**src/rtl/rvt_pkg.sv**
```systemverilog
package rvt_pkg;
    typedef enum logic [1:0] {
        SEG_SYNC   = 2'd0,
        SEG_BACK   = 2'd1,
        SEG_ACTIVE = 2'd2,
        SEG_FRONT  = 2'd3
    } seg_e;

    localparam logic [2:0] ADDR_CTRL = 3'd0;
    localparam logic [2:0] ADDR_HOR  = 3'd1;
    localparam logic [2:0] ADDR_VER  = 3'd2;
    localparam logic [2:0] ADDR_ACT  = 3'd3;
    localparam logic [2:0] ADDR_STAT = 3'd4;

    localparam int FLAG_BITS   = 6;
    localparam int F_EN        = 0;
    localparam int F_INV_HS    = 1;
    localparam int F_INV_VS    = 2;
    localparam int F_INV_DE    = 3;
    localparam int F_INV_PCLK  = 4;
    localparam int F_IRQ_EN    = 5;
    localparam int DIV_LSB     = 8;
    localparam int FIELD_STEP  = 8;
    localparam int HEIGHT_LSB  = 16;
endpackage

```
**src/rtl/rvt_pclk_div.sv**
```systemverilog
module rvt_pclk_div #(
    parameter int DW = 8
) (
    input  logic          clk,
    input  logic          rst_n,
    input  logic          run,
    input  logic [DW-1:0] div,
    output logic          tick
);
    logic [DW-1:0] cnt_q;

    assign tick = run && (cnt_q == div);

    always_ff @(posedge clk or negedge rst_n) begin
        if (!rst_n)        cnt_q <= '0;
        else if (!run)     cnt_q <= '0;
        else if (tick)     cnt_q <= '0;
        else               cnt_q <= cnt_q + 1'b1;
    end
endmodule

```
**src/rtl/rvt_seg_fsm.sv**
```systemverilog
module rvt_seg_fsm
    import rvt_pkg::*;
#(
    parameter int CW = 12
) (
    input  logic          clk,
    input  logic          rst_n,
    input  logic          run,
    input  logic          step,
    input  logic [CW-1:0] len_sync,
    input  logic [CW-1:0] len_back,
    input  logic [CW-1:0] len_act,
    input  logic [CW-1:0] len_front,
    output seg_e          seg,
    output logic [CW-1:0] cnt,
    output logic          seg_done,
    output logic          wrap
);
    seg_e          seg_q, seg_nx;
    logic [CW-1:0] cnt_q;
    logic [CW-1:0] cur_len;

    always_comb begin
        unique case (seg_q)
            SEG_SYNC:   begin cur_len = len_sync;  seg_nx = SEG_BACK;   end
            SEG_BACK:   begin cur_len = len_back;  seg_nx = SEG_ACTIVE; end
            SEG_ACTIVE: begin cur_len = len_act;   seg_nx = SEG_FRONT;  end
            SEG_FRONT:  begin cur_len = len_front; seg_nx = SEG_SYNC;   end
            default:    begin cur_len = len_sync;  seg_nx = SEG_SYNC;   end
        endcase
    end

    always_ff @(posedge clk or negedge rst_n) begin
        if (!rst_n) begin
            seg_q <= SEG_SYNC;
            cnt_q <= '0;
        end else if (!run) begin
            seg_q <= SEG_SYNC;
            cnt_q <= '0;
        end else if (step) begin
            if (cnt_q == cur_len) begin
                seg_q <= seg_nx;
                cnt_q <= '0;
            end else begin
                cnt_q <= cnt_q + 1'b1;
            end
        end
    end

    assign seg      = seg_q;
    assign cnt      = cnt_q;
    assign seg_done = run && step && (cnt_q == cur_len);
    assign wrap     = seg_done && (seg_q == SEG_FRONT);
endmodule

```
**src/rtl/rvt_regs.sv**
```systemverilog
module rvt_regs
    import rvt_pkg::*;
#(
    parameter int PW = 8,
    parameter int AW = 12,
    parameter int DW = 8
) (
    input  logic                 clk,
    input  logic                 rst_n,
    input  logic                 reg_wr,
    input  logic [2:0]           reg_addr,
    input  logic [31:0]          reg_wdata,
    output logic [31:0]          reg_rdata,
    input  logic                 frame_evt,
    output logic [FLAG_BITS-1:0] flags,
    output logic [DW-1:0]        div,
    output logic [3*PW-1:0]      hor,
    output logic [3*PW-1:0]      ver,
    output logic [2*AW-1:0]      act,
    output logic                 irq
);
    logic wr_ctrl, wr_hor, wr_ver, wr_act, clr_irq, set_irq;

    assign wr_ctrl = reg_wr && (reg_addr == ADDR_CTRL);
    assign wr_hor  = reg_wr && (reg_addr == ADDR_HOR);
    assign wr_ver  = reg_wr && (reg_addr == ADDR_VER);
    assign wr_act  = reg_wr && (reg_addr == ADDR_ACT);
    assign clr_irq = reg_wr && (reg_addr == ADDR_STAT) && reg_wdata[0];
    assign set_irq = frame_evt && flags[F_IRQ_EN];

    always_ff @(posedge clk or negedge rst_n) begin
        if (!rst_n) begin
            flags <= '0;
            div   <= '0;
            hor   <= '0;
            ver   <= '0;
            act   <= '0;
            irq   <= 1'b0;
        end else begin
            if (wr_ctrl) begin
                flags <= reg_wdata[FLAG_BITS-1:0];
                div   <= reg_wdata[DIV_LSB +: DW];
            end
            if (wr_hor)
                hor <= {reg_wdata[2*FIELD_STEP +: PW], reg_wdata[FIELD_STEP +: PW], reg_wdata[0 +: PW]};
            if (wr_ver)
                ver <= {reg_wdata[2*FIELD_STEP +: PW], reg_wdata[FIELD_STEP +: PW], reg_wdata[0 +: PW]};
            if (wr_act)
                act <= {reg_wdata[HEIGHT_LSB +: AW], reg_wdata[0 +: AW]};
            if (set_irq)      irq <= 1'b1;
            else if (clr_irq) irq <= 1'b0;
        end
    end

    always_comb begin
        reg_rdata = '0;
        case (reg_addr)
            ADDR_CTRL: begin
                reg_rdata[FLAG_BITS-1:0]  = flags;
                reg_rdata[DIV_LSB +: DW]  = div;
            end
            ADDR_HOR: begin
                reg_rdata[0 +: PW]              = hor[0 +: PW];
                reg_rdata[FIELD_STEP +: PW]     = hor[PW +: PW];
                reg_rdata[2*FIELD_STEP +: PW]   = hor[2*PW +: PW];
            end
            ADDR_VER: begin
                reg_rdata[0 +: PW]              = ver[0 +: PW];
                reg_rdata[FIELD_STEP +: PW]     = ver[PW +: PW];
                reg_rdata[2*FIELD_STEP +: PW]   = ver[2*PW +: PW];
            end
            ADDR_ACT: begin
                reg_rdata[0 +: AW]          = act[0 +: AW];
                reg_rdata[HEIGHT_LSB +: AW] = act[AW +: AW];
            end
            ADDR_STAT: reg_rdata[0] = irq;
            default:   reg_rdata = '0;
        endcase
    end
endmodule

```
**src/rtl/rvt_timing_gen.sv**
```systemverilog
module rvt_timing_gen
    import rvt_pkg::*;
#(
    parameter int PW = 8,
    parameter int AW = 12,
    parameter int DW = 8
) (
    input  logic          clk,
    input  logic          rst_n,
    input  logic          reg_wr,
    input  logic [2:0]    reg_addr,
    input  logic [31:0]   reg_wdata,
    output logic [31:0]   reg_rdata,
    output logic          hsync_o,
    output logic          vsync_o,
    output logic          de_o,
    output logic          pclk_en_o,
    output logic          pclk_o,
    output logic [AW-1:0] px_x,
    output logic [AW-1:0] px_y,
    output logic          irq_o
);
    logic [FLAG_BITS-1:0] flags;
    logic [DW-1:0]        div;
    logic [3*PW-1:0]      hor, ver, sh_hor, sh_ver;
    logic [2*AW-1:0]      act, sh_act;
    logic                 run, inv_hs, inv_vs, inv_de, inv_pclk, irq_en;
    logic                 tick, frame_evt, frame_end;
    seg_e                 h_seg, v_seg;
    logic [AW-1:0]        h_cnt, v_cnt;
    logic                 h_done, h_wrap, v_done;

    assign run      = flags[F_EN];
    assign inv_hs   = flags[F_INV_HS];
    assign inv_vs   = flags[F_INV_VS];
    assign inv_de   = flags[F_INV_DE];
    assign inv_pclk = flags[F_INV_PCLK];
    assign irq_en   = flags[F_IRQ_EN];

    rvt_regs #(.PW(PW), .AW(AW), .DW(DW)) u_regs (
        .clk(clk), .rst_n(rst_n), .reg_wr(reg_wr), .reg_addr(reg_addr),
        .reg_wdata(reg_wdata), .reg_rdata(reg_rdata), .frame_evt(frame_evt),
        .flags(flags), .div(div), .hor(hor), .ver(ver), .act(act), .irq(irq_o)
    );

    rvt_pclk_div #(.DW(DW)) u_div (
        .clk(clk), .rst_n(rst_n), .run(run), .div(div), .tick(tick)
    );

    // timing fields are copied while idle and at each frame boundary
    always_ff @(posedge clk or negedge rst_n) begin
        if (!rst_n) begin
            sh_hor <= '0;
            sh_ver <= '0;
            sh_act <= '0;
        end else if (!run || frame_end) begin
            sh_hor <= hor;
            sh_ver <= ver;
            sh_act <= act;
        end
    end

    rvt_seg_fsm #(.CW(AW)) u_hfsm (
        .clk(clk), .rst_n(rst_n), .run(run), .step(tick),
        .len_sync(AW'(sh_hor[0 +: PW])), .len_back(AW'(sh_hor[PW +: PW])),
        .len_act(sh_act[0 +: AW]), .len_front(AW'(sh_hor[2*PW +: PW])),
        .seg(h_seg), .cnt(h_cnt), .seg_done(h_done), .wrap(h_wrap)
    );

    rvt_seg_fsm #(.CW(AW)) u_vfsm (
        .clk(clk), .rst_n(rst_n), .run(run), .step(h_wrap),
        .len_sync(AW'(sh_ver[0 +: PW])), .len_back(AW'(sh_ver[PW +: PW])),
        .len_act(sh_act[AW +: AW]), .len_front(AW'(sh_ver[2*PW +: PW])),
        .seg(v_seg), .cnt(v_cnt), .seg_done(v_done), .wrap(frame_end)
    );

    assign frame_evt = v_done && (v_seg == SEG_ACTIVE);

    always_comb begin
        hsync_o   = (run && (h_seg == SEG_SYNC)) ^ inv_hs;
        vsync_o   = (run && (v_seg == SEG_SYNC)) ^ inv_vs;
        de_o      = (run && (h_seg == SEG_ACTIVE) && (v_seg == SEG_ACTIVE)) ^ inv_de;
        pclk_en_o = tick;
        pclk_o    = tick ^ inv_pclk;
        px_x      = (h_seg == SEG_ACTIVE) ? h_cnt : '0;
        px_y      = (v_seg == SEG_ACTIVE) ? v_cnt : '0;
    end
endmodule

```
**config.mk**
```make
export PLATFORM = sky130hd
export DESIGN_NAME = rvt_timing_gen
export DESIGN_NICKNAME = d
export VERILOG_FILES = /design/src/rtl/rvt_pkg.sv /design/src/rtl/rvt_pclk_div.sv /design/src/rtl/rvt_seg_fsm.sv /design/src/rtl/rvt_regs.sv /design/src/rtl/rvt_timing_gen.sv
export SDC_FILE = /design/constraint.sdc
export NUM_CORES = 1
export LEC_CHECK = 0
export ABC_CLOCK_PERIOD_IN_PS = 4860
export BUFFER_PORTS_ARGS = -buffer_cell sky130_fd_sc_hd__buf_2
export CAP_MARGIN = 20
export CELL_PAD_IN_SITES_DETAIL_PLACEMENT = 1
export CELL_PAD_IN_SITES_GLOBAL_PLACEMENT = 1
export CORE_MARGIN = 2
export CORE_UTILIZATION = 40
export CTS_CLUSTER_DIAMETER = 60
export DETAILED_ROUTE_END_ITERATION = 10
export PLACE_DENSITY = 0.79
export SKIP_CTS_REPAIR_TIMING = 1
export SLEW_MARGIN = 15
export SYNTH_ARGS = -nofsm -noshare
export SYNTH_HDL_FRONTEND = slang
export SYNTH_SLANG_ARGS = --single-unit
```
**constraint.sdc**
```tcl
create_clock -name clk -period 4.86 [get_ports clk]
set_input_delay 0.486 -clock clk [delete_from_list [all_inputs] [get_ports clk]]
set_output_delay 0.486 -clock clk [all_outputs]
set_load 0.01 [all_outputs]
```
### Word level (Yosys, flattened, before mapping)

Index checks and enable logic that the tools add are counted.

* bits in registers: 195
* bits in latches: 0
* RAM bits: 0
* ROM bits: 0
* bits of input ports: 38
* output and inout port bits: 62
* memories: 0

* $add $sub $neg: 3
* multipliers: 0
* divide/modulo/power cells: 0
* magnitude comparators: 0
* equal/unequal tests: 17
* shift operators: 0
* muxes and demuxes: 29
* bitwise logic cells: 4
* reduce and logical (&&, ||, !) cells: 27

Operators by type and width (number)
* $mux 12: 8
* $pmux 12 s4: 2
* $add 12x1->12 const B: 2
* $eq 12x12->1: 2
* $pmux 8 s3: 1
* $pmux 5 s4: 1
* $logic_and 1x1->1: 19
* $mux 8: 2
* $pmux 2 s4: 2
* $pmux 4 s4: 1
* $mux 2: 6
* $pmux 4 s3: 1
* $add 8x1->8 const B: 1
* $eq 2x2->1 const B: 4
* $eq 8x8->1: 1
* $eq 3x2->1 const B: 2
* $ne 2x1->1 const B: 3
* $pmux 2 s3: 1
* $pmux 1 s5: 1
* $eq 2x1->1 const B: 2
* $logic_not 2->1: 2
* $mux 4: 1
* $reduce_and 2->1: 2
* $xor 1x1->1: 4
* other kinds (8): 9

### Logic depth before layout (Yosys ltp)

Gate-level depths: netlist (run 1).

* word-level depth: 10
* depth in mapped cells: 11
* depth with buffers taken out: 9

### Hierarchy

From an unflattened synthesis (run 1), not the netlist that was laid out.

* cell total of the unflattened synthesis: 785
* area, all modules: 10387.5 um2

By module, submodules not included
* rvt_regs: times used 1, cells an instance 284, area an instance 4122.7 um2, sequential area each 2177.1 um2
* rvt_timing_gen: times used 1, cells an instance 192, area an instance 3268.1 um2, sequential area each 1801.7 um2
* rvt_seg_fsm at u_hfsm: times used 1, cells an instance 131, area an instance 1261.2 um2, sequential area each 350.3 um2
* rvt_seg_fsm at u_vfsm: times used 1, cells an instance 131, area an instance 1243.7 um2, sequential area each 350.3 um2
* rvt_pclk_div: times used 1, cells an instance 47, area an instance 491.7 um2, sequential area each 200.2 um2

### Least setup slack after synthesis (run 1)

No wires, ideal clock.

* path type: register to register
* start: register u_hfsm.seg_q[0], in the netlist u_hfsm.seg[0]
* end: register sh_act[10]
* data arrival time: 2.731 ns
* data required time: 4.735 ns
* path slack: 2.003 ns
* cell stages (with the launch flop): 12
* clock period less this slack: 2.857 ns
* path through: dfrtp_1 > inv_1 > ha_1 > buf_6 > a222oi_1 > mux2i_1 > xnor2_1 > nand4_1 > nor4_4 > a41oi_4 > buf_6 > mux2_4

* word-level cells in the longest chain between the ends: 9
* elaborated cells on any way between the ends: 12
* classes of those cells: 4 x eq/ne; 1 x mux; 7 x reduce/logical

RTL lines
* start, declared: RTL line rvt_seg_fsm.sv:19 `seg_e seg_q, seg_nx;`
* start signal, assigned: RTL line rvt_seg_fsm.sv:42 `seg_q <= seg_nx;`
* $eq 2x2->1, or another cell as far along: RTL line rvt_seg_fsm.sv:24, rvt_seg_fsm.sv:53
* $pmux 12 s4: RTL line rvt_seg_fsm.sv:24 `unique case (seg_q)`
* $eq 12x12->1: RTL line rvt_seg_fsm.sv:52 `assign seg_done = run && step && (cnt_q == cur_len);`
* $logic_and 1x1->1: RTL line rvt_seg_fsm.sv:52
* $logic_and 1x1->1 (*): RTL line rvt_seg_fsm.sv:53 `assign wrap = seg_done && (seg_q == SEG_FRONT);`
* $logic_and 1x1->1 (*) (2 in a row): RTL line rvt_seg_fsm.sv:52
* $logic_and 1x1->1 (*): RTL line rvt_seg_fsm.sv:53
* $logic_or 1x1->1 (*): RTL line rvt_timing_gen.sv:56 `end else if (!run || frame_end) begin`
* end signal, assigned: RTL line rvt_timing_gen.sv:59 `sh_act <= act;`
* end, declared: RTL line rvt_timing_gen.sv:26 `logic [2*AW-1:0] act, sh_act;`

Mark *: on every way between the ends. The rest lies on a longest branch, timed or not.
A chain may end at the register's enable or synchronous reset.

### Worst setup path after layout (run 1)

* start: register u_hfsm.seg_q[0], in the netlist u_hfsm.seg[0]
* end: register sh_ver[21]

* word-level cells in the longest chain between the ends: 9
* elaborated cells on any way between the ends: 12
* classes of those cells: 4 x eq/ne; 1 x mux; 7 x reduce/logical

RTL lines
* $eq 2x2->1, or another cell as far along: RTL line rvt_seg_fsm.sv:24, rvt_seg_fsm.sv:53
* $pmux 12 s4: RTL line rvt_seg_fsm.sv:24
* $eq 12x12->1: RTL line rvt_seg_fsm.sv:52
* $logic_and 1x1->1: RTL line rvt_seg_fsm.sv:52
* $logic_and 1x1->1 (*): RTL line rvt_seg_fsm.sv:53
* $logic_and 1x1->1 (*) (2 in a row): RTL line rvt_seg_fsm.sv:52
* $logic_and 1x1->1 (*): RTL line rvt_seg_fsm.sv:53
* $logic_or 1x1->1 (*): RTL line rvt_timing_gen.sv:56
* end signal, assigned: RTL line rvt_timing_gen.sv:58 `sh_ver <= ver;`
* end, declared: RTL line rvt_timing_gen.sv:25 `logic [3*PW-1:0] hor, ver, sh_hor, sh_ver;`

Marked as above.

==> results.py, run 1 <==
metrics = {
    "run_status": {
        "outcome": "complete, no violations",
    },
    "route": {
        "drt_wl_total_mm": 26.6,
        "wl_per_cell_um": 22.2,
        "drc": 0,
        "ant_nets": 0,
        "vias": 6568,
        "wl_met3_um": 962,
        "drtIter0Drc": 340,
        "met1Wirelength_mm": 11.6,
        "wl_met2_mm": 13.5,
        "first_pass_iters": 5,
        "viasPerCell": 5.49,
        "highest_layer": "met5",
    },
    "global_routing": {
        "grt_pass1_wl_mm": 42.1,
        "antenna_found_initial": 1,
        "grt_pass1_vias": 7228,
        "grt-ovfl-total": 0,
        "grt_max_degree": 113,
        "grt.total_usage": 0.211,
    },
    "cts": {
        "cts_tree": "built",
        "cts_root_buffer": "clkbuf_16",
        "numCtsBuffers": 17,
        "htreeDepth": 4,
        "clk_latency_ps": 440,
        "cts_buffer_depth": 2,
        "clock-sinks": 195,
        "clkTransAtPathRegs_ps": 70,
    },
    "pwr": {
        "report.power.total_mw": 4.99,
        "combPwrFrac": 0.244,
        "p_int_mw": 3.47,
        "switching_share": 0.306,
        "powerDensity_mw_per_mm2": 444,
        "p_leak_nw": 5.21,
        "p_sw_mw": 1.53,
        "p_seq_frac": 0.482,
        "ir_worst_vdd_mv": 0.187,
        "clkPwrFrac": 0.274,
    },
    "yosys": {
        "synth_edf_count": 0,
        "avgSynthCellArea_um2": 12.7,
        "postSynthCellCount": 779,
        "synth_top_area_share": 0.492,
        "synth_area_mm2": 0.00992,
        "yosysSeqAreaShare": 0.492,
        "synthSimpleGateAreaFrac": 0.0912,
        "async_flop_share": 1.00,
        "ys_ff_latch": 195,
        "synth_top_family_by_area": "multiplexers",
        "ys_warn_count": 0,
        "synthMuxAreaShare": 0.262,
        "ys_top_cells_by_count": "195 x dfrtp_1, 98 x mux2_2, 70 x mux2_4",
        "ys_dominant_reg_cell": "dfrtp_1",
        "synth.distinct_cells": 44,
        "synth_compound_area_frac": 0.0590,
        "synth_top_area_cell": "dfrtp_1",
        "synthTopCellsByArea": "dfrtp_1 49%, mux2_2 11%, mux2_4 11%",
        "synth_xor_area_frac": 0.0433,
        "yosysMostFrequentCell": "dfrtp_1",
        "synthAdderAreaFrac": 0.0164,
    },
    "worst_setup_path": {
        "cp-end-kind": "register",
        "cp.required_ps": 5190,
        "worstSetupStartpointType": "register",
        "r2r_slack_ps": 740,
        "slowest_stage": "ha_1",
        "crit_chain": "inv_1, ha_1, a222oi_1, mux2i_1, xnor2_1, nand4_1, nor4_4, a41oi_4, buf_12, buf_4, mux2_4",
        "worstPathMaxFanout": 24,
        "crit_type": "reg2reg",
        "arrival_ps": 4450,
        "max_stage_delay_ps": 670,
    },
    "die": {
        "start_util": 0.408,
        "row_count": 57,
        "die_area_mm2": 0.0261,
        "core_area_mm2": 0.0243,
        "die_h_um": 161,
        "die_x_um": 161,
        "io_pins": 100,
    },
    "sta": {
        "worst_pin_slew_ps": 1030,
        "rsz0062_at_grt": "false",
        "hold_viol": 0,
        "maxSlewViolCount": 0,
        "fin_worst_skew_ps": 14.4,
        "min_period_over_period": 0.848,
        "clock.fmax_mhz": 243,
        "hold_ws_ps": 69.5,
        "slew_headroom": 0.317,
        "setup_violations": 0,
        "fin_setup_tns_ps": 0,
        "period_needed_ps": 4120,
    },
    "final_layout": {
        "n_antenna_cell": 0,
        "drive_gt1_frac": 0.364,
        "final_cells": 1196,
        "fillers": 2526,
        "multi_input_area_mm2": 0.00471,
        "final_nets": 910,
        "regArea_mm2": 0.00488,
        "syn_to_final_growth_pct": 13.5,
    },
    "hold_path": {
        "hp-class": "in2async",
    },
    "placement": {
        "dp_cells": 1164,
        "dp_hpwl_mm": 18.4,
        "gp_congestion": 0.779,
        "portBuffers": 91,
    },
    "run": {
        "max_cap_viol_count": 0,
    },
}
==> cell families after synthesis <==
group                      Yosys count
DFF                                195
and+or+nand+nor                    171
other                                1
AOI/OAI and AO/OA                   75
buffers and inverters               74
muxes                              201
adders and majority gates           13
xor gates and xnor gates            49
==> registers in the layout, summed over array words and instances (netlist names), 12 cells and up <==
name,count
u_regs.hor,24
u_hfsm.cnt,12
sh_act,24
sh_hor,24
sh_ver,24
u_regs.ver,24
u_regs.act,24
u_vfsm.cnt,12
==> final timing paths <==
check                      depth (start not counted)                    endpoint                 startpoint
hold reg to reg                                    1       sh_act[0]$_DFFE_PN0P_      sh_act[0]$_DFFE_PN0P_
max in group asynchronous                          2  u_regs.act[14]$_DFFE_PN0P_                      rst_n
hold / removal                                     1   u_hfsm.cnt[3]$_DFFE_PN0P_                      rst_n
setup reg to reg                                  11      sh_ver[21]$_DFFE_PN0P_  u_hfsm.seg[0]$_DFFE_PN0P_
setup / recovery                                  11      sh_ver[21]$_DFFE_PN0P_  u_hfsm.seg[0]$_DFFE_PN0P_
min in group clk                                   2  u_regs.act[22]$_DFFE_PN0P_              reg_wdata[26]
==> critical path, delay by kind of cell (launching register included) <==
kind | cells | cell delay (ps)
flops | 1 | 430
mux | 2 | 580
buf+inv | 3 | 690
fa+ha+maj | 1 | 670
compound gates | 2 | 680
simple gates | 2 | 770
xor+xnor | 1 | 170
==> cells in the final DEF, fill, tap and decap left out, types with 16 or more instances in the layout <==
| cell | n |
|---|---|
| a222oi_1 | 16 |
| buf_2 | 90 |
| xnor2_1 | 36 |
| clkbuf_16 | 17 |
| and2_1 | 38 |
| and3_1 | 18 |
| nor2_1 | 51 |
| dfrtp_1 | 195 |
| nand2_1 | 17 |
| mux2_4 | 70 |
| mux2i_1 | 24 |
| mux2_2 | 98 |
| inv_1 | 29 |
==> layout make-up <==
type / count / area share
sequential: 195 / 0.433
multi-input combinational: 513 / 0.418
timing repair buffer: 103 / 0.0526
clock buffer: 21 / 0.0409
tap: 324 / 0.0360
inverter: 29 / 0.00967
clock inverter: 11 / 0.00923
==> metrics by stage <==
step	util	area [µm²]	setup WS (ps)
floorplan	-	9930	2000
global placement	0.440	10700	981
detailed placement	0.440	10700	879
CTS	0.463	11300	754
global route	0.463	11300	534
finish	0.463	11300	738
==> per-layer routing <==
layer,vias up,GRT usage
met2,157,0.365
li1,2918,-
met1,3451,0.271
met5,-,0
met3,40,0.0321
met4,2,0.0686
==> power groups by stage <==
| stage | clock network (mW) | logic [mW] | registers, mW |
|---|---|---|---|
| after global placement | 0 | 1.15 | 2.38 |
| after CTS | 1.38 | 1.23 | 2.40 |
| final | 1.37 | 1.22 | 2.41 |
| after detailed placement | 0 | 1.21 | 2.42 |
| after floorplan | 0 | 0.962 | 2.24 |
| after global routing | 1.45 | 1.32 | 2.45 |
Note: power is estimated with default switching activity, not from simulation.
==> inputs of run 2 (changes only) <==
--- a/config.mk
+++ b/config.mk
@@ -5,7 +5,7 @@
 export SDC_FILE = /design/constraint.sdc
 export NUM_CORES = 1
 export LEC_CHECK = 0
-export ABC_CLOCK_PERIOD_IN_PS = 4860
+export ABC_CLOCK_PERIOD_IN_PS = 4200
 export BUFFER_PORTS_ARGS = -buffer_cell sky130_fd_sc_hd__buf_2
 export CAP_MARGIN = 20
 export CELL_PAD_IN_SITES_DETAIL_PLACEMENT = 1
==> constraint.sdc (replaced) <==
create_clock -name clk -period 4.2 [get_ports clk]
set_input_delay 0.42 -clock clk [delete_from_list [all_inputs] [get_ports clk]]
set_output_delay 0.42 -clock clk [all_outputs]
set_load 0.01 [all_outputs]
==> run 2 against run 1 <==
Against the previous run: register-to-register slack lost 190 ps; power grew 14%; largest power group unchanged; sequential share of layout area grew 0.077 points; critical endpoint is now sh_act[16]$_DFFE_PN0P_; sequential cell count is the same; combinational power grew 15%.
==> results.py, run 2 (same netlist as run 1, synthesis figures left out) <==
metrics = {
    "cts": {
        "cts_root_buffer": "clkbuf_16",
        "htreeDepth": 4,
        "clkTransAtPathRegs_ps": 60,
        "clock-sinks": 195,
        "cts_buffer_depth": 2,
        "numCtsBuffers": 17,
        "clk_latency_ps": 430,
        "cts_tree": "built",
    },
    "sta": {
        "clock.fmax_mhz": 274,
        "slew_headroom": 0.353,
        "rsz0062_at_grt": "false",
        "maxSlewViolCount": 0,
        "period_needed_ps": 3660,
        "min_period_over_period": 0.870,
        "worst_pin_slew_ps": 964,
        "fin_setup_tns_ps": 0,
        "hold_viol": 0,
        "setup_ws_ps": 544,
        "setup_violations": 0,
        "fin_worst_skew_ps": 7.53,
    },
    "die": {
        "die_h_um": 161,
        "die_x_um": 161,
        "core_area_mm2": 0.0243,
        "io_pins": 100,
        "row_count": 57,
        "die_area_mm2": 0.0261,
        "start_util": 0.408,
    },
    "route": {
        "first_pass_iters": 5,
        "ant_nets": 0,
        "drc": 0,
        "wl_per_cell_um": 21.8,
        "drtIter0Drc": 349,
        "vias": 6510,
        "drt_wl_total_mm": 26.1,
        "viasPerCell": 5.43,
    },
    "placement": {
        "dp_hpwl_mm": 18.2,
        "place_ws_ps": 709,
        "gp_congestion": 0.778,
        "portBuffers": 91,
        "placed_cell_area_mm2": 0.0107,
    },
    "global_routing": {
        "grt-ovfl-total": 0,
        "grt.total_usage": 0.207,
        "grt_max_degree": 114,
        "grt_pass1_wl_mm": 41.5,
        "grt_pass1_vias": 7102,
        "antenna_found_initial": 2,
    },
    "final_layout": {
        "syn_to_final_growth_pct": 13.3,
        "final_nets": 914,
        "final_cell_mix": "195 x dfrtp_1, 98 x mux2_2, 90 x buf_2",
        "fillers": 2548,
        "design_area_mm2": 0.0112,
        "final_common_cell": "dfrtp_1",
        "drive_gt1_frac": 0.363,
    },
    "worst_setup_path": {
        "reg2regPathDepth": 10,
        "r2r_end": "sh_act[16]$_DFFE_PN0P_",
        "slowest_stage": "a222oi_1",
        "cp-end-kind": "register",
        "arrival_ps": 3970,
        "r2r_slack_ps": 540,
        "worstSetupStartpointType": "register",
        "worstPathMaxFanout": 72,
        "crit_chain": "inv_1, ha_1, a222oi_1, mux2i_1, xnor2_1, nand4_1, nor4_4, a41oi_4, buf_12, mux2_4",
        "crit_type": "reg2reg",
        "worstReg2RegStart": "u_hfsm.seg[0]$_DFFE_PN0P_",
        "max_stage_delay_ps": 490,
        "crit_buf_inv": 2,
        "cp.required_ps": 4510,
        "crit_family": "simple AND/OR/NAND/NOR gates",
    },
    "pwr": {
        "p_leak_nw": 5.20,
        "p_seq_frac": 0.484,
        "report.power.total_mw": 5.71,
        "combPwrFrac": 0.245,
        "p_sw_mw": 1.71,
        "powerDensity_mw_per_mm2": 508,
        "ir_worst_vdd_mv": 0.246,
        "switching_share": 0.300,
        "p_int_mw": 4.00,
        "clkPwrFrac": 0.272,
    },
    "run": {
        "max_cap_viol_count": 0,
    },
    "hold_path": {
        "hp-class": "in2async",
    },
    "run_status": {
        "outcome": "complete, no violations",
    },
}
==> run 2: through the flow <==
stage / cells / util / hold WS, ps
floorplan: 782 / - / 124
global placement: 1168 / 0.440 / 488
detailed placement: 1168 / 0.440 / 495
CTS: 1198 / 0.462 / 175
global route: 1199 / 0.462 / 182
finish: 1199 / 0.462 / 102
==> run 2: layout make-up <==
cell class / instances / area [µm²] / share of cell area
clock inverter: 8 / 80.1 / 0.00713
antenna: 1 / 2.50 / 0.000223
timing repair buffer: 107 / 597 / 0.0531
clock buffer: 22 / 464 / 0.0413
tap: 324 / 405 / 0.0361
multi-input combinational: 513 / 4700 / 0.418
inverter: 29 / 109 / 0.00969
sequential: 195 / 4880 / 0.434
==> run 2: how the worst max path moves through the flow <==
stage	startpoint	to	slack [ps]	cells after the start
2_1_floorplan	u_hfsm.seg[0]$_DFFE_PN0P_	sh_act[10]$_DFFE_PN0P_	1340	11
3_3_place_gp	u_hfsm.seg[0]$_DFFE_PN0P_	sh_ver[9]$_DFFE_PN0P_	780	10
3_5_place_dp	u_hfsm.seg[0]$_DFFE_PN0P_	sh_act[17]$_DFFE_PN0P_	710	10
4_1_cts	u_hfsm.seg[0]$_DFFE_PN0P_	sh_act[16]$_DFFE_PN0P_	560	10
5_1_grt	u_hfsm.seg[0]$_DFFE_PN0P_	sh_act[3]$_DFFE_PN0P_	370	10
6_report	u_hfsm.seg[0]$_DFFE_PN0P_	sh_act[16]$_DFFE_PN0P_	540	10
==> run 2: worst reg2reg max path: stages (launching register included) <==
cell and delay (ps):
dfrtp_1 430, inv_1 110, ha_1 430, a222oi_1 490, mux2i_1 190, xnor2_1 230, nand4_1 280, nor4_4 490
a41oi_4 170, buf_12 320, mux2_4 410
==> run 2: routing by layer <==
metal | GRT usage | wire length, µm | vias to the layer above
li1 | - | - | 2924
met1 | 0.269 | 11400 | 3420
met2 | 0.348 | 13100 | 126
met3 | 0.0393 | 1040 | 38
met4 | 0.0718 | 601 | 2
met5 | 0 | 7 | -
==> run 2: power groups by stage <==
stage          logic (mW)  registers, mW  clock network [mW]
2_1_floorplan        1.11           2.59                   0
3_5_place_dp         1.39           2.79                   0
5_1_grt              1.51           2.81                1.65
3_3_place_gp         1.33           2.75                   0
6_report             1.40           2.76                1.55
4_1_cts              1.41           2.76                1.57
